==> src/rtl/intr_ack_pkg.sv <==
package intr_ack_pkg;
    typedef enum logic [0:0] {
        ST_IDLE = 1'b0,
        ST_SEND = 1'b1
    } ack_state_e;
endpackage

==> src/rtl/intr_pend_reg.sv <==
module intr_pend_reg #(
    parameter int          W        = 8,
    parameter logic [7:0]  RST_MASK = 8'h18
) (
    input  logic         clk,
    input  logic         rst_n,
    input  logic [W-1:0] set_vec,
    input  logic [W-1:0] clr_vec,
    input  logic         mask_we,
    input  logic [W-1:0] mask_wdata,
    output logic [W-1:0] pend,
    output logic [W-1:0] mask,
    output logic         irq_n
);
    logic [W-1:0] pend_n;
    logic [W-1:0] mask_n;

    // set has priority over clear so that no event is lost
    always_comb begin
        pend_n = (pend & ~clr_vec) | set_vec;
        mask_n = mask_we ? mask_wdata : mask;
    end

    always_ff @(posedge clk) begin
        if (!rst_n) begin
            pend  <= '0;
            mask  <= W'(RST_MASK);
            irq_n <= 1'b1;
        end else begin
            pend  <= pend_n;
            mask  <= mask_n;
            irq_n <= ~|(pend_n & mask_n);
        end
    end

    assert_irq_level_R1: assert property (@(posedge clk) disable iff (!rst_n)
        1'b1 |-> (irq_n == ~|(pend & mask)));

    assert_set_wins_R9: assert property (@(posedge clk) disable iff (!rst_n)
        (|set_vec) |=> ((pend & $past(set_vec)) == $past(set_vec)));
endmodule

==> src/rtl/intr_reply_buf.sv <==
module intr_reply_buf #(
    parameter int DEPTH = 8,
    parameter int LENW  = 4
) (
    input  logic               clk,
    input  logic               rst_n,
    input  logic               ld_en,
    input  logic [LENW-1:0]    ld_len,
    input  logic [DEPTH*8-1:0] ld_data,
    input  logic               clr,
    output logic [LENW-1:0]    size,
    output logic [DEPTH*8-1:0] data
);
    localparam logic [LENW-1:0] MAXLEN = LENW'(DEPTH);

    logic [LENW-1:0] eff_len;

    always_comb eff_len = (ld_len > MAXLEN) ? MAXLEN : ld_len;

    // a load in the same cycle as a clear wins
    always_ff @(posedge clk) begin
        if (!rst_n)      size <= '0;
        else if (ld_en)  size <= eff_len;
        else if (clr)    size <= '0;
    end

    for (genvar g = 0; g < DEPTH; g++) begin : g_lane
        always_ff @(posedge clk) begin
            if (!rst_n)     data[8*g +: 8] <= 8'h00;
            else if (ld_en) data[8*g +: 8] <= ld_data[8*g +: 8];
        end
    end

    assert_size_bound_R10: assert property (@(posedge clk) disable iff (!rst_n)
        1'b1 |-> (size <= MAXLEN));
endmodule

==> src/rtl/intr_ack_seq.sv <==
module intr_ack_seq
    import intr_ack_pkg::*;
#(
    parameter int W        = 8,
    parameter int DEPTH    = 8,
    parameter int LENW     = 4,
    parameter int ARGW     = 4,
    parameter int RPLY_BIT = 4,
    parameter int AUTO_BIT = 6
) (
    input  logic               clk,
    input  logic               rst_n,
    input  logic               ack_req,
    input  logic [ARGW-1:0]    ack_argc,
    input  logic [W-1:0]       pend,
    input  logic [LENW-1:0]    rsize,
    input  logic [DEPTH*8-1:0] rdata,
    output logic [W-1:0]       clr_vec,
    output logic               rclr,
    output logic               resp_valid,
    output logic [7:0]         resp_byte,
    output logic [LENW-1:0]    resp_len
);
    localparam int          IW   = (DEPTH > 1) ? $clog2(DEPTH) : 1;
    localparam logic [W-1:0] PAIR = (W'(1) << RPLY_BIT) | (W'(1) << AUTO_BIT);

    ack_state_e      state, state_n;
    logic [LENW-1:0] idx;
    logic [LENW-1:0] len_q;
    logic [7:0]      head;
    logic [7:0]      snap [DEPTH];
    logic            ack_go;
    logic            has_reply;
    logic            last_byte;
    logic [IW-1:0]   sidx;

    always_comb begin
        has_reply = pend[RPLY_BIT];
        ack_go    = (state == ST_IDLE) && ack_req && (ack_argc == '0);
        last_byte = (idx == len_q - LENW'(1));
        clr_vec   = '0;
        rclr      = 1'b0;
        state_n   = state;
        unique case (state)
            ST_IDLE: begin
                if (ack_go) begin
                    state_n = ST_SEND;
                    if (has_reply) begin
                        clr_vec = PAIR;
                        rclr    = 1'b1;
                    end else begin
                        clr_vec = '1;
                    end
                end
            end
            ST_SEND: begin
                if (last_byte) state_n = ST_IDLE;
            end
            default: state_n = ST_IDLE;
        endcase
    end

    always_ff @(posedge clk) begin
        if (!rst_n) begin
            state <= ST_IDLE;
            idx   <= '0;
            len_q <= '0;
            head  <= 8'h00;
        end else begin
            state <= state_n;
            if (ack_go) begin
                idx   <= '0;
                head  <= 8'(has_reply ? (pend & PAIR) : pend);
                len_q <= has_reply ? (rsize + LENW'(1)) : LENW'(1);
            end else if (state == ST_SEND) begin
                idx <= idx + LENW'(1);
            end
        end
    end

    for (genvar g = 0; g < DEPTH; g++) begin : g_snap
        always_ff @(posedge clk) begin
            if (!rst_n)      snap[g] <= 8'h00;
            else if (ack_go) snap[g] <= rdata[8*g +: 8];
        end
    end

    always_comb begin
        sidx       = IW'(idx - LENW'(1));
        resp_valid = (state == ST_SEND);
        resp_len   = len_q;
        resp_byte  = 8'h00;
        if (state == ST_SEND) resp_byte = (idx == '0) ? head : snap[sidx];
    end

    assert_ack_ignored_R6: assert property (@(posedge clk) disable iff (!rst_n)
        (state == ST_IDLE && ack_req && ack_argc != '0) |=> !resp_valid);

    assert_stream_bound_R10: assert property (@(posedge clk) disable iff (!rst_n)
        resp_valid |-> (resp_len != '0 && idx < resp_len));

    assert_stream_start_R10: assert property (@(posedge clk) disable iff (!rst_n)
        ack_go |=> (resp_valid && idx == '0));
endmodule

==> src/rtl/intr_ack_unit.sv <==
module intr_ack_unit #(
    parameter int  W        = 8,
    parameter int  DEPTH    = 8,
    parameter int  ARGW     = 4,
    parameter int  TICK_BIT = 3,
    parameter int  RPLY_BIT = 4,
    parameter int  AUTO_BIT = 6,
    localparam int LENW     = $clog2(DEPTH + 2)
) (
    input  logic               clk,
    input  logic               rst_n,
    input  logic [W-1:0]       src_set,
    input  logic               mask_wr,
    input  logic [ARGW-1:0]    mask_argc,
    input  logic [W-1:0]       mask_data,
    input  logic               reply_load,
    input  logic               reply_auto,
    input  logic [LENW-1:0]    reply_len,
    input  logic [DEPTH*8-1:0] reply_data,
    input  logic               ack_req,
    input  logic [ARGW-1:0]    ack_argc,
    output logic               irq_n,
    output logic               resp_valid,
    output logic [7:0]         resp_byte,
    output logic [LENW-1:0]    resp_len
);
    localparam logic [W-1:0] RBIT     = W'(1) << RPLY_BIT;
    localparam logic [W-1:0] ABIT     = W'(1) << AUTO_BIT;
    localparam logic [7:0]   RST_MASK = 8'((W'(1) << TICK_BIT) | RBIT);

    logic [W-1:0]       pend;
    logic [W-1:0]       mask;
    logic [W-1:0]       clr_vec;
    logic [W-1:0]       set_vec;
    logic               rclr;
    logic               reply_ok;
    logic               mask_we;
    logic [LENW-1:0]    rsize;
    logic [DEPTH*8-1:0] rdata;

    always_comb begin
        mask_we  = mask_wr && (mask_argc == ARGW'(1));
        reply_ok = reply_load && (!reply_auto || !pend[RPLY_BIT]);
        set_vec  = src_set;
        if (reply_ok) set_vec = set_vec | RBIT | (reply_auto ? ABIT : '0);
    end

    intr_pend_reg #(.W(W), .RST_MASK(RST_MASK)) u_pend (
        .clk        (clk),
        .rst_n      (rst_n),
        .set_vec    (set_vec),
        .clr_vec    (clr_vec),
        .mask_we    (mask_we),
        .mask_wdata (mask_data),
        .pend       (pend),
        .mask       (mask),
        .irq_n      (irq_n)
    );

    intr_reply_buf #(.DEPTH(DEPTH), .LENW(LENW)) u_rbuf (
        .clk     (clk),
        .rst_n   (rst_n),
        .ld_en   (reply_ok),
        .ld_len  (reply_len),
        .ld_data (reply_data),
        .clr     (rclr),
        .size    (rsize),
        .data    (rdata)
    );

    intr_ack_seq #(
        .W(W), .DEPTH(DEPTH), .LENW(LENW), .ARGW(ARGW),
        .RPLY_BIT(RPLY_BIT), .AUTO_BIT(AUTO_BIT)
    ) u_seq (
        .clk        (clk),
        .rst_n      (rst_n),
        .ack_req    (ack_req),
        .ack_argc   (ack_argc),
        .pend       (pend),
        .rsize      (rsize),
        .rdata      (rdata),
        .clr_vec    (clr_vec),
        .rclr       (rclr),
        .resp_valid (resp_valid),
        .resp_byte  (resp_byte),
        .resp_len   (resp_len)
    );

    assert_mask_hold_R3: assert property (@(posedge clk) disable iff (!rst_n)
        !(mask_wr && mask_argc == ARGW'(1)) |=> (mask == $past(mask)));

    assert_reply_clear_R4: assert property (@(posedge clk) disable iff (!rst_n)
        (rclr && !reply_load && !src_set[RPLY_BIT] && !src_set[AUTO_BIT])
        |=> (!pend[RPLY_BIT] && !pend[AUTO_BIT] && rsize == '0));

    assert_auto_reject_R7: assert property (@(posedge clk) disable iff (!rst_n)
        (reply_load && reply_auto && pend[RPLY_BIT] && !rclr) |=> $stable(rsize));

    assert_direct_set_R8: assert property (@(posedge clk) disable iff (!rst_n)
        (reply_load && !reply_auto) |=> pend[RPLY_BIT]);
endmodule

==> config.mk <==
export PLATFORM = sky130hd
export DESIGN_NAME = intr_ack_unit
export DESIGN_NICKNAME = d
export VERILOG_FILES = /design/src/rtl/intr_ack_pkg.sv /design/src/rtl/intr_pend_reg.sv /design/src/rtl/intr_reply_buf.sv /design/src/rtl/intr_ack_seq.sv /design/src/rtl/intr_ack_unit.sv
export SDC_FILE = /design/constraint.sdc
export NUM_CORES = 1
export LEC_CHECK = 0
export BUFFER_PORTS_ARGS = -buffer_cell sky130_fd_sc_hd__buf_2
export CORE_MARGIN = 1.5
export CORE_UTILIZATION = 56
export DETAILED_ROUTE_END_ITERATION = 10
export PLACE_DENSITY_LB_ADDON = 0.3
export SYNTH_ARGS = -nofsm -noshare
export SYNTH_HDL_FRONTEND = slang
export SYNTH_SLANG_ARGS = --single-unit
==> constraint.sdc <==
create_clock -name clk -period 3.6 [get_ports clk]
set_clock_uncertainty 0.05 [all_clocks]
set_input_delay 0.18 -clock clk [delete_from_list [all_inputs] [get_ports clk]]
set_output_delay 0.18 -clock clk [all_outputs]
set_load 0.01 [all_outputs]
# After elaboration in Yosys (flattened, before gate mapping)
# Memories as Yosys holds them, arrays and structs flattened.
# Index checks and enable logic that the tools add are counted.
[word_totals]
reg_bits = 102
mem_bits_rw = 64
output_inout_bits = 14
mem_count = 1
romBits = 0
latch_bits = 0
inputBits = 98
[op_classes]
bitwise = 15
div = 0
magnitude_cmp = 1
n_eq_ne = 2
shift = 0
n_mux = 30
n_mul = 0
n_reduce_logical = 13
addsub = 4
[mem_list]
columns = ["memory", "words", "width", "read_ports", "rd_clocked_by_memory_dff", "write_ports", "line_no", "text"]
rows = [
  ["u_seq.snap", 8, 8, 1, 0, 8, "intr_ack_seq.sv:31", "logic [7:0] snap [DEPTH];"],
]
[op_table]
columns = ["operator", "n"]
rows = [
  ["$mux 8", 16],
  ["$and 8x8->8", 2],
  ["$mux 4", 4],
  ["$add 4x1->4 const B", 2],
  ["$logic_not 4->1", 2],
  ["$mux 1", 8],
  ["$not 8->8", 1],
  ["$or 1x1->1", 8],
  ["$or 8x7->8", 1],
  ["$or 8x8->8", 1],
  ["$reduce_or 8->1", 1],
  ["$mux 7", 1],
  ["$eq 4x1->1 const B", 1],
  ["$eq 4x4->1", 1],
  ["$gt 4x4->1 const B", 1],
  ["$logic_and 1x1->1", 4],
  ["$sub 4x1->4 const B", 1],
  ["$logic_not 1->1", 3],
  ["$sub 3x1->3 const B", 1],
  ["$not 1->1", 2],
  ["$pmux 1 s2", 1],
  ["$reduce_bool 2->1", 1],
  ["$reduce_or 2->1", 1],
  ["$logic_or 1x1->1", 1],
]

# Longest topological paths before layout
# Gate-level depths: netlist of run 1.
[logic_depth]
word_depth = 11
depth_mapped = 9
mapped_depth_nobuf = 7

# Cells and area by module
# From an unflattened synthesis of run 1, not the netlist that was laid out.
[unflattened]
cells_unflattened = 588
hier_area_um2 = 7189.4
[modules_own_cells]
columns = ["module", "area_per_inst_um2", "n_inst", "cells_per_inst"]
rows = [
  ["intr_ack_seq", 3867.5, 1, 293],
  ["intr_reply_buf", 2632.5, 1, 225],
  ["intr_pend_reg", 646.9, 1, 64],
  ["intr_ack_unit", 42.5, 1, 6],
]

# Worst setup path before layout of run 1
# OpenSTA, ideal clock, no wires.
[synth_path]
path_type = "register to register"
startpoint = "register u_seq.state, in the netlist u_seq.resp_valid"
endpoint = "memory u_seq.snap[0][0], enable pin"
period_less_slack_ps = 2767
setup_time_ps = 427
stages_incl_launch_ff = 4
t_arrival_ps = 2290
setup_slack_ps = 833
n_path_buf = 0
path_cell_list = "dfxtp_1 > nor4b_4 > nand2_2 > nand2_1"
[synth_lines]
columns = ["element", "line_no", "text"]
rows = [
  ["start, declared", "intr_ack_seq.sv:27", "ack_state_e state, state_n;"],
  ["start signal, assigned", "intr_ack_seq.sv:70", "state <= state_n;"],
  ["end, declared", "intr_ack_seq.sv:31", ""],
]

# Final worst setup path of run 1
[layout_path]
startpoint = "register u_seq.idx[1]"
endpoint = "output port resp_byte[2]"
[layout_via]
elab_chain_cells = 4
word_cells_on_any_way = 5
classes_between = "add/sub: 1; mux: 2; reduce/logical: 1; memory: 1"
[layout_rtl]
columns = ["element", "line_no", "text"]
rows = [
  ["start, declared", "intr_ack_seq.sv:28", "logic [LENW-1:0] idx;"],
  ["start signal, assigned", "intr_ack_seq.sv:76", "idx <= idx + LENW'(1);"],
  ["$sub 3x1->3", "intr_ack_seq.sv:89", "sidx = IW'(idx - LENW'(1));"],
  ["$mem_v2 8x8", "--", ""],
  ["$mux 8 * (2 in a row)", "intr_ack_seq.sv:93", "if (state == ST_SEND) resp_byte = (idx == '0) ? head : snap[sidx];"],
  ["end, declared", "intr_ack_unit.sv:24", "output logic [7:0] resp_byte,"],
]
# Mark *: on every way between the ends. The rest lies on a longest branch, timed or not.

==> results of run 1 <==
==> state kept, by name, summed over array words and instances (netlist names) <==
signal,count
u_seq.idx,4
u_seq.resp_len,4
u_seq.resp_valid,1
u_rbuf.data,64
u_pend.mask,8
u_pend.pend,8
u_pend.irq_n,1
u_rbuf.size,4
u_seq.head,8
u_seq.snap,64
==> area by class of cell <==
type | count | share of cell area [%]
clock buffers | 20 | 5.28
clock inverters | 12 | 1.20
inverters | 4 | 0.169
multi-input cells | 420 | 31.3
flip-flops and latches | 166 | 44.7
well taps | 168 | 2.37
repair buffers | 190 | 15.0
==> how the worst max path moves through the flow <==
stage	to	slack (ps)	startpoint	depth (start not counted)
2_1_floorplan	u_seq.snap[0][0]	830	u_seq.resp_valid	3
3_3_place_gp	u_seq.snap[3][7]	1130	u_seq.resp_valid	4
3_5_place_dp	u_seq.snap[3][7]	1030	u_seq.resp_valid	4
4_1_cts	resp_byte[2]	690	u_seq.idx[1]	7
5_1_grt	resp_byte[4]	550	u_seq.idx[1]	7
6_report	resp_byte[2]	710	u_seq.idx[1]	7
==> critical path, cell delays in order, from the launching register on <==
cell and delay, ps:
dfxtp_1 410, inv_1 70, ha_1 740, mux4_2 420
mux2i_1 230, nand2_1 90, o211a_1 160, buf_2 140
==> power groups by stage <==
stage | registers (mW) | clock network (mW) | logic, mW
2_1_floorplan | 2.10 | 0 | 0.174
3_3_place_gp | 2.11 | 0 | 0.254
3_5_place_dp | 2.11 | 0 | 0.267
4_1_cts | 2.07 | 1.77 | 0.327
5_1_grt | 2.08 | 1.85 | 0.364
6_report | 2.07 | 1.76 | 0.328
==> metrics by stage <==
step	total power [mW]	hold slack, ps	area [sq um]
after detailed placement	2.38	380	7570
after floorplan	2.27	270	6960
after global placement	2.36	378	7570
final	4.16	-0.511	8870
after CTS	4.17	1.95	8870
after global routing	4.30	17.1	8870
==> synthesized netlist by cell type (all sizes together) <==
library cell,instances
and2,2
nand3b,7
edfxtp,64
a21boi,76
nand4,1
dfxtp,102
o21ai,1
a221oi,1
buf,16
clkbuf,36
nand3,5
nor2b,17
mux2,1
o41ai,1
xor2,5
and2b,1
a311oi,1
nor4b,1
nand2,158
a21oi,8
o31ai,1
ha,4
o22ai,4
a211oi,1
mux2i,17
a22oi,4
inv,4
o211a,9
xnor2,4
and3,64
and4b,1
mux4,16
nor2,9
==> layer usage <==
layer	share of wire [%]	routed length, microns	track usage, %	vias to the layer above
met4	1.5	234	8.17	0
met1	43	6680	31.5	2460
met3	5.6	869	5.72	20
met5	0	0	0	-
met2	49	7620	41.0	143
li1	-	-	-	2569
==> cell usage in the layout (no fill, tap or decap), types with 3 or more instances in the layout <==
cell	count
a21boi_0	65
a21boi_1	11
a21oi_1	8
a22oi_1	4
and3_1	64
buf_2	110
buf_4	8
clkbuf_16	18
clkinv_1	5
clkinv_2	4
dfxtp_1	102
dlygate4sd3_1	72
edfxtp_1	64
ha_1	4
inv_1	4
mux2i_1	17
mux4_2	16
nand2_1	155
nand2_2	3
nand3_1	5
nand3b_1	7
nor2_1	9
nor2b_1	17
o211a_1	9
o22ai_1	4
xnor2_1	4
xor2_1	4
==> logic make-up after synthesis <==
kind of cell             count (synthesis)
AND/OR/NAND/NOR                        266
flip-flops                             166
AO/OA/AOI/OAI                          107
buffers and inverters                   56
multiplexers                            34
XOR/XNOR                                 9
adder cells (fa/ha/maj)                  4
==> run summary, run 1 <==
Status -> complete, but fails checks
Failing checks -> negative hold slack
Setup crit start kind -> flop
Drt wl/cell -> 15.7 microns
Sw frac -> 21.6%
Max Slew Vio Count -> 0
Num CTS Buffers -> 17
Core area -> 0.0121 sq mm
Hold Path End -> u_rbuf.data[45]
Leakage power figure -> 3.86 nW
Distinct cells, synth -> 38
Non-filler instance count after layout -> 980
Die height -> 114 microns
Sequential cell area -> 0.00396 sq mm
Area occupied by multi-input gates -> 0.00278 sq mm
IO buf count -> 111
Num ports -> 112
Sum Neg Setup Slack -> 0 ps
DRT iter0 DRCs -> 460
Clk_lat worst skew -> 420 ps
DRC violations left -> 0
Largest family of logic cells by synthesized area -> simple AND/OR/NAND/NOR gates
Capture point of the worst reg-to-reg path -> u_seq.snap[1][7]
Max Freq -> 345 MHz
Final core occ -> 73.5%
WP data required -> 3370 ps
CTS root buf -> clkbuf_16
Setup violators final -> 0
Gate power share -> 7.9%
Die Width -> 114 microns
Compound-Gate Fraction of Synth Area -> 11.7%
First-pass GRT wire length -> 24,800 microns
Total GRT Usage -> 24.5%
CTS tree -> done
Clock Pin Slew Worst Setup and Hold Paths -> 60 ps
Minimum clock period after layout -> 2890 ps
Largest net degree at the start of global routing -> 163
RSZ-0062 raised after global routing -> false
Max-cap viol count -> 0
Filler Cells Inserted -> 784
Hold_sp -> reply_data[45]
DR pass1 iterations -> 5
CTS Hold Bufs -> 72
Final Hold Viols -> 1
Slew margin rel. -> 19.8%
H-tree depth -> 4
Setup WS post-layout -> 706 ps
Grt ovf -> 0
Period utilization -> 80.4%
Pre-CTS WS -> 1030 ps
Share of cells above drive strength 1 -> 20.9%
Detailed-placement wirelength estimate -> 9440 microns
Vias -> 5,192
Critical Path End Type -> output port
Hold Path Class -> input pin to flop
Actual slew at the worst max-slew pin -> 1200 ps
Row count -> 40
Worst R2R Setup Slack -> 1020 ps
Seq cells post-synth -> 166
Post-Synth Simple-Gate Area -> 18.3%
Starting density of the core -> 57.7%
Post-synthesis sequential area ratio -> 56.9%
Mean Syn Cell Area -> 10.8 sq um
Synthesized cell area -> 0.00696 sq mm
Sequential fraction of design power -> 49.8%
Die ar. -> 0.0131 sq mm
NetSw -> 898 uW
Syn-to-layout area delta -> 27.4%
R2R depth -> 4
Via count of the first global-routing pass -> 5,165
Post-CTS sizing -> 0
Initial antenna violation count -> 0
Final ANT Viol Nets -> 0
Int Pwr -> 3.26 mW
Worst path arrival time -> 2660 ps
Worst vdd ir -> 320 uV
Synth Instances -> 642
Reg2reg start -> u_seq.resp_valid
Clock Tree Buf Depth -> 2
Vias/cell -> 5.30
Post-Syn Nets -> 744
WL final -> 15,400 microns
Leading area contributor after synthesis -> dfxtp_1
Post-CTS repair timing setup buffer count -> 0
Mux contribution to synthesized area -> 7.78%
Setup CP Type -> flop to output port
Clock tree sinks -> 166
Largest cells by area after synthesis -> dfxtp_1, edfxtp_1, nand2_1
Placed cells -> 876
Nets -> 901
# diodes -> 0
Clock power share -> 42.3%
Fin Hold WS -> -0.511 ps
GPL Wtd Cong -> 0.898
Synth Area in XOR/XNOR -> 1.24%
Pwr dens -> 469 mW/mm^2
WHS Path Cells -> 3
Yosys top cell area share -> 29.3%
Adder-cell share of the synthesized area -> 0.719%
Yosys warnings -> 0
Crit path max fanout -> 17
(Power assumes the default switching activity.)
==> inputs of run 2 (changes only) <==
--- a/config.mk
+++ b/config.mk
@@ -7,7 +7,7 @@
 export LEC_CHECK = 0
 export BUFFER_PORTS_ARGS = -buffer_cell sky130_fd_sc_hd__buf_2
 export CORE_MARGIN = 1.5
-export CORE_UTILIZATION = 56
+export CORE_UTILIZATION = 51
 export DETAILED_ROUTE_END_ITERATION = 10
 export PLACE_DENSITY_LB_ADDON = 0.3
 export SYNTH_ARGS = -nofsm -noshare
==> constraint.sdc (replaced) <==
create_clock -name clk -period 2.4 [get_ports clk]
set_clock_uncertainty 0.05 [all_clocks]
set_input_delay 0.12 -clock clk [delete_from_list [all_inputs] [get_ports clk]]
set_output_delay 0.12 -clock clk [all_outputs]
set_load 0.01 [all_outputs]
==> run 2 against run 1 <==
  * The flow finishes with violations (negative setup slack)
  * Cell area up 2.8%
  * Sequential share of layout area is 1.1 points lower
  * Clock power increased by 43%
  * Critical path depth rose by 1
  * Combinational power grew 61%
  * Hold slack gained 92 ps
  * Register-to-register slack got worse by 710 ps
  * Die area rose by 9.5%
  * Non-clock buffer count increased by 19
  * Critical path type unchanged
  * Critical endpoint is now resp_byte[4]
  * Largest cell class unchanged
  * Largest power group unchanged
==> run summary, run 2 (synthesis results as in run 1) <==
Status -> complete, but fails checks
Failing checks -> negative setup slack
Largest net degree at the start of global routing -> 91
Clock Pin Slew Worst Setup and Hold Paths -> 70 ps
Capture point of the worst reg-to-reg path -> u_pend.pend[6]
Hold_sp -> rst_n
Actual slew at the worst max-slew pin -> 601 ps
Setup CP Type -> flop to output port
Nets -> 920
Filler Cells Inserted -> 977
WP data required -> 2230 ps
Most frequent cells in the layout -> nand2_1, buf_2, dfxtp_1
Setup WS post-layout -> -9.34 ps
Share of cells above drive strength 1 -> 21.4%
Final core occ -> 68.6%
Num ports -> 112
Pwr dens -> 676 mW/mm^2
Core area -> 0.0133 sq mm
Vias/cell -> 5.27
Period utilization -> 100%
GPL Wtd Cong -> 0.909
Critical path depth -> 8
Drt wl/cell -> 16.6 microns
Slew margin rel. -> 59.8%
Worst path arrival time -> 2240 ps
Die Width -> 120 microns
Top Registers -> u_rbuf.data (64), u_seq.snap (64)
Worst R2R Setup Slack -> 310 ps
Worst path top cell family by delay -> multiplexers
Die ar. -> 0.0144 sq mm
Clock Tree Buf Depth -> 2
Hold Path End -> u_pend.mask[4]
Total power -> 6.16 mW
Crit path buf inv count -> 3
Starting density of the core -> 52.4%
Die height -> 120 microns
Worst vdd ir -> 493 uV
Critical Path End Type -> output port
Max Slew Vio Count -> 0
Num CTS Buffers -> 17
Total GRT Usage -> 23.8%
H-tree depth -> 4
Setup violators final -> 1
Clock tree sinks -> 166
Pre-CTS WS -> 367 ps
Cell chain of the critical path -> inv_1 -> ha_4 -> clkbuf_16 -> mux4_2 -> mux2i_1 -> nand2_1 -> o211a_1 -> buf_2
DRT iter0 DRCs -> 414
Final Hold Viols -> 0
Via count of the first global-routing pass -> 5,362
Leading cell type in the layout, fill and taps excluded -> nand2_1
CP peak stage delay -> 350 ps
Grt ovf -> 0
Reg2reg start -> u_pend.pend[4]
# diodes -> 0
Critical path origin -> u_seq.idx[0]
Crit path max fanout -> 8
Max Freq -> 415 MHz
Setup crit start kind -> flop
WL final -> 16,700 microns
DRC violations left -> 0
Syn-to-layout area delta -> 30.9%
CTS tree -> done
CP max-delay cell -> dfxtp_2
Clk_lat worst skew -> 430 ps
Initial antenna violation count -> 0
Vias -> 5,309
R2R depth -> 5
Row count -> 42
WHS Path Cells -> 2
DR pass1 iterations -> 6
First-pass GRT wire length -> 26,200 microns
Final ANT Viol Nets -> 0
Leakage power figure -> 3.95 nW
CTS root buf -> clkbuf_16
Minimum clock period after layout -> 2410 ps
Detailed-placement wirelength estimate -> 10,500 microns
IO buf count -> 111
Hold Path Class -> input pin to flop
Max-cap viol count -> 0
run 2: final cells by class:
type                            count  area [sq um]  area share, %
Clock inverter                     10          80.1          0.879
Sequential cell                   166          3970           43.5
Timing Repair Buffer              209          1580           17.3
Tap cell                          176           220           2.42
Clock buffer                       22           454           4.98
Inverter                            4          15.0          0.165
Multi-Input combinational cell    420          2800           30.7
run 2: power by group:
group,switching (mW),leakage [nW],internal [mW]
Clock,1.07,0.257,1.44
Sequential,0.0750,1.50,3.05
Combinational,0.244,2.19,0.282
run 2: worst register-to-register path, stage by stage (launching register included):
cell and delay (ps):
dfxtp_1 630, nand2_1 150, and2_2 270, a221oi_2 240, dlygate4sd3_1 590, nor2b_1 50
run 2: metal layers:
| metal | track usage (%) | routed length (microns) |
|---|---|---|
| met1 | 29.3 | 6940 |
| met2 | 40.4 | 8420 |
| met3 | 6.84 | 1010 |
| met4 | 8.11 | 348 |
| met5 | 0 | 0 |
run 2: metrics by stage:
step,hold slack (ps),area [sq um],cells,TNS (ps)
global placement,319,7650,888,0
floorplan,210,6960,642,0
global route,117,9110,1007,-113
detailed placement,317,7650,888,0
CTS,78.3,9050,1005,0
finish,91.0,9110,1007,-9.34
run 2: how the worst max path moves through the flow:
stage / to / slack, ps
final: resp_byte[4] / -9
after global routing: resp_byte[4] / -110
after CTS: resp_byte[1] / 1
after detailed placement: resp_byte[1] / 370
after global placement: resp_byte[2] / 460
after floorplan: resp_byte[6] / 130
run 2: what timing repair did:
action,4_1_cts,5_1_grt
buffers inserted,0,1
pin swaps,0,1
setup endpoints to repair,8,8
hold buffers,85,0
cloned,0,1
endpoints found under the hold margin,84,0
gates resized for setup,3,7
==> inputs of run 3 (changes only) <==
--- a/config.mk
+++ b/config.mk
@@ -6,6 +6,7 @@
 export NUM_CORES = 1
 export LEC_CHECK = 0
 export BUFFER_PORTS_ARGS = -buffer_cell sky130_fd_sc_hd__buf_2
+export CORE_ASPECT_RATIO = 0.8
 export CORE_MARGIN = 1.5
 export CORE_UTILIZATION = 51
 export DETAILED_ROUTE_END_ITERATION = 10
==> run 3 against run 2 <==
  * The run now ends clean
  * Maximum frequency grew 2.8%
  * Worst setup slack improved by 65 ps
  * Utilization up 1.7 points
  * Via count grew 0.32%
  * Combinational power is 0.8% higher
  * Total power increased by 3.4%
  * Critical path depth did not move
  * Sequential power about the same
  * First-iteration DRC count increased by 2.9%
  * Largest power group unchanged
==> run summary, run 3 (synthesis results as in run 1) <==
Status -> finished clean
Leading cell type in the layout, fill and taps excluded -> nand2_1
Max-cap viol count -> 0
Capture point of the worst reg-to-reg path -> u_pend.pend[6]
R2R depth -> 5
Die Width -> 134 microns
Initial antenna violation count -> 0
Critical Path End Type -> output port
DR pass1 iterations -> 5
Clock tree sinks -> 166
Setup WS post-layout -> 55.8 ps
Final Hold Viols -> 0
Filler Cells Inserted -> 873
Clock Tree Buf Depth -> 2
Worst vdd ir -> 455 uV
Worst R2R Setup Slack -> 280 ps
Clk_lat worst skew -> 430 ps
Sequential cell area -> 0.00397 sq mm
Period utilization -> 97.7%
Area occupied by multi-input gates -> 0.00280 sq mm
Hold_sp -> ack_argc[2]
Largest net degree at the start of global routing -> 82
Setup CP Type -> flop to output port
Max Freq -> 427 MHz
Total GRT Usage -> 24.2%
Actual slew at the worst max-slew pin -> 649 ps
Placed cells -> 889
RSZ-0062 raised after global routing -> false
DRC violations left -> 0
Clock Pin Slew Worst Setup and Hold Paths -> 60 ps
Grt ovf -> 0
Core area -> 0.0131 sq mm
First-pass GRT wire length -> 26,400 microns
Vias -> 5,326
Leakage power figure -> 4.00 nW
Final ANT Viol Nets -> 0
DRT iter0 DRCs -> 426
# diodes -> 0
WL final -> 16,300 microns
Via count of the first global-routing pass -> 5,342
Non-filler instance count after layout -> 1,010
Syn-to-layout area delta -> 32.1%
Share of cells above drive strength 1 -> 22.6%
Hold Path Class -> input pin to flop
H-tree depth -> 4
Final core occ -> 70.2%
Worst path arrival time -> 2170 ps
Starting density of the core -> 53.1%
Num CTS Buffers -> 17
WHS Path Cells -> 4
Max Slew Vio Count -> 0
Setup violators final -> 0
Num ports -> 112
Top Registers -> u_rbuf.data (64), u_seq.snap (64)
Setup crit start kind -> flop
Critical path origin -> u_seq.idx[0]
Pwr dens -> 692 mW/mm^2
CP peak stage delay -> 350 ps
Vias/cell -> 5.27
Pre-CTS WS -> 159 ps
Worst path top cell family by delay -> multiplexers
Cell chain of the critical path -> inv_1 -> ha_4 -> buf_6 -> mux4_2 -> mux2i_1 -> nand2_1 -> o211a_1 -> buf_2
Die ar. -> 0.0144 sq mm
Slew margin rel. -> 56.7%
GPL Wtd Cong -> 0.887
Most frequent cells in the layout -> nand2_1, buf_2, dfxtp_1
CTS tree -> done
Crit path buf inv count -> 3
WP data required -> 2230 ps
Sum Neg Setup Slack -> 0 ps
Hold Path End -> u_seq.resp_valid
CTS root buf -> clkbuf_16
Total power -> 6.37 mW
Detailed-placement wirelength estimate -> 10,600 microns
Reg2reg start -> u_seq.resp_valid
Crit path max fanout -> 5
Die height -> 108 microns
Nets -> 924
Minimum clock period after layout -> 2340 ps
Row count -> 37
Drt wl/cell -> 16.1 microns
CP max-delay cell -> dfxtp_2
IO buf count -> 111
[run 3: changes by cell type in the layout (fill, tap and decap cells not counted), sizes merged]
cell / change
clkinvlp: +1
clkinv: -2
inv: +3
clkbuf: -3
buf: +4
bufinv: +1
[run 3: how the worst max path moves through the flow]
| stage | endpoint | slack (ps) | cells after the start |
|---|---|---|---|
| 2_1_floorplan | resp_byte[6] | 130 | 9 |
| 3_3_place_gp | resp_byte[4] | 280 | 8 |
| 3_5_place_dp | resp_byte[4] | 160 | 8 |
| 4_1_cts | resp_byte[4] | 20 | 8 |
| 5_1_grt | resp_byte[4] | 0.5 | 8 |
| 6_report | resp_byte[7] | 60 | 8 |
[run 3: final cells by class]
cell class,count,area share (%)
clock buffers,19,4.94
clock inverters,13,1.58
inverters,4,0.163
multi-input cells,420,30.4
flip-flops and latches,166,43.1
well taps,175,2.38
repair buffers,213,17.4
[run 3: routing by layer]
metal,GRT usage (%),wire (microns),part of all wire (%),vias up
met5,0,0,0,-
met4,8.93,306,1.9,0
li1,-,-,-,2610
met1,31.1,7150,44,2527
met2,38.7,7770,48,163
met3,7.72,1040,6.4,26
[run 3: metrics by stage]
step,hold WS [ps],cell area [sq um]
2_1_floorplan,210,6960
3_3_place_gp,320,7650
3_5_place_dp,322,7650
4_1_cts,133,9160
5_1_grt,181,9200
6_report,156,9200
[run 3: repair_timing]
| action | CTS | global route |
|---|---|---|
| endpoints found under the setup margin | 8 | 8 |
| hold buffers | 85 | 0 |
| endpoints found under the hold margin | 84 | 0 |
| pin swaps | 1 | 1 |
| resized for setup | 7 | 5 |
| gates cloned | 0 | 1 |
| buffers inserted | 2 | 1 |
[run 3: worst min-delay path, cell delays in order]
cell and delay (ps):
buf_2 70, nor2_1 60, nand2_2 200, a21boi_0 120
[run 3: power by group]
group          internal (mW)  switching, mW
Combinational          0.284          0.247
Clock                   1.60           1.12
Sequential              3.05         0.0678
Total                   4.93           1.43
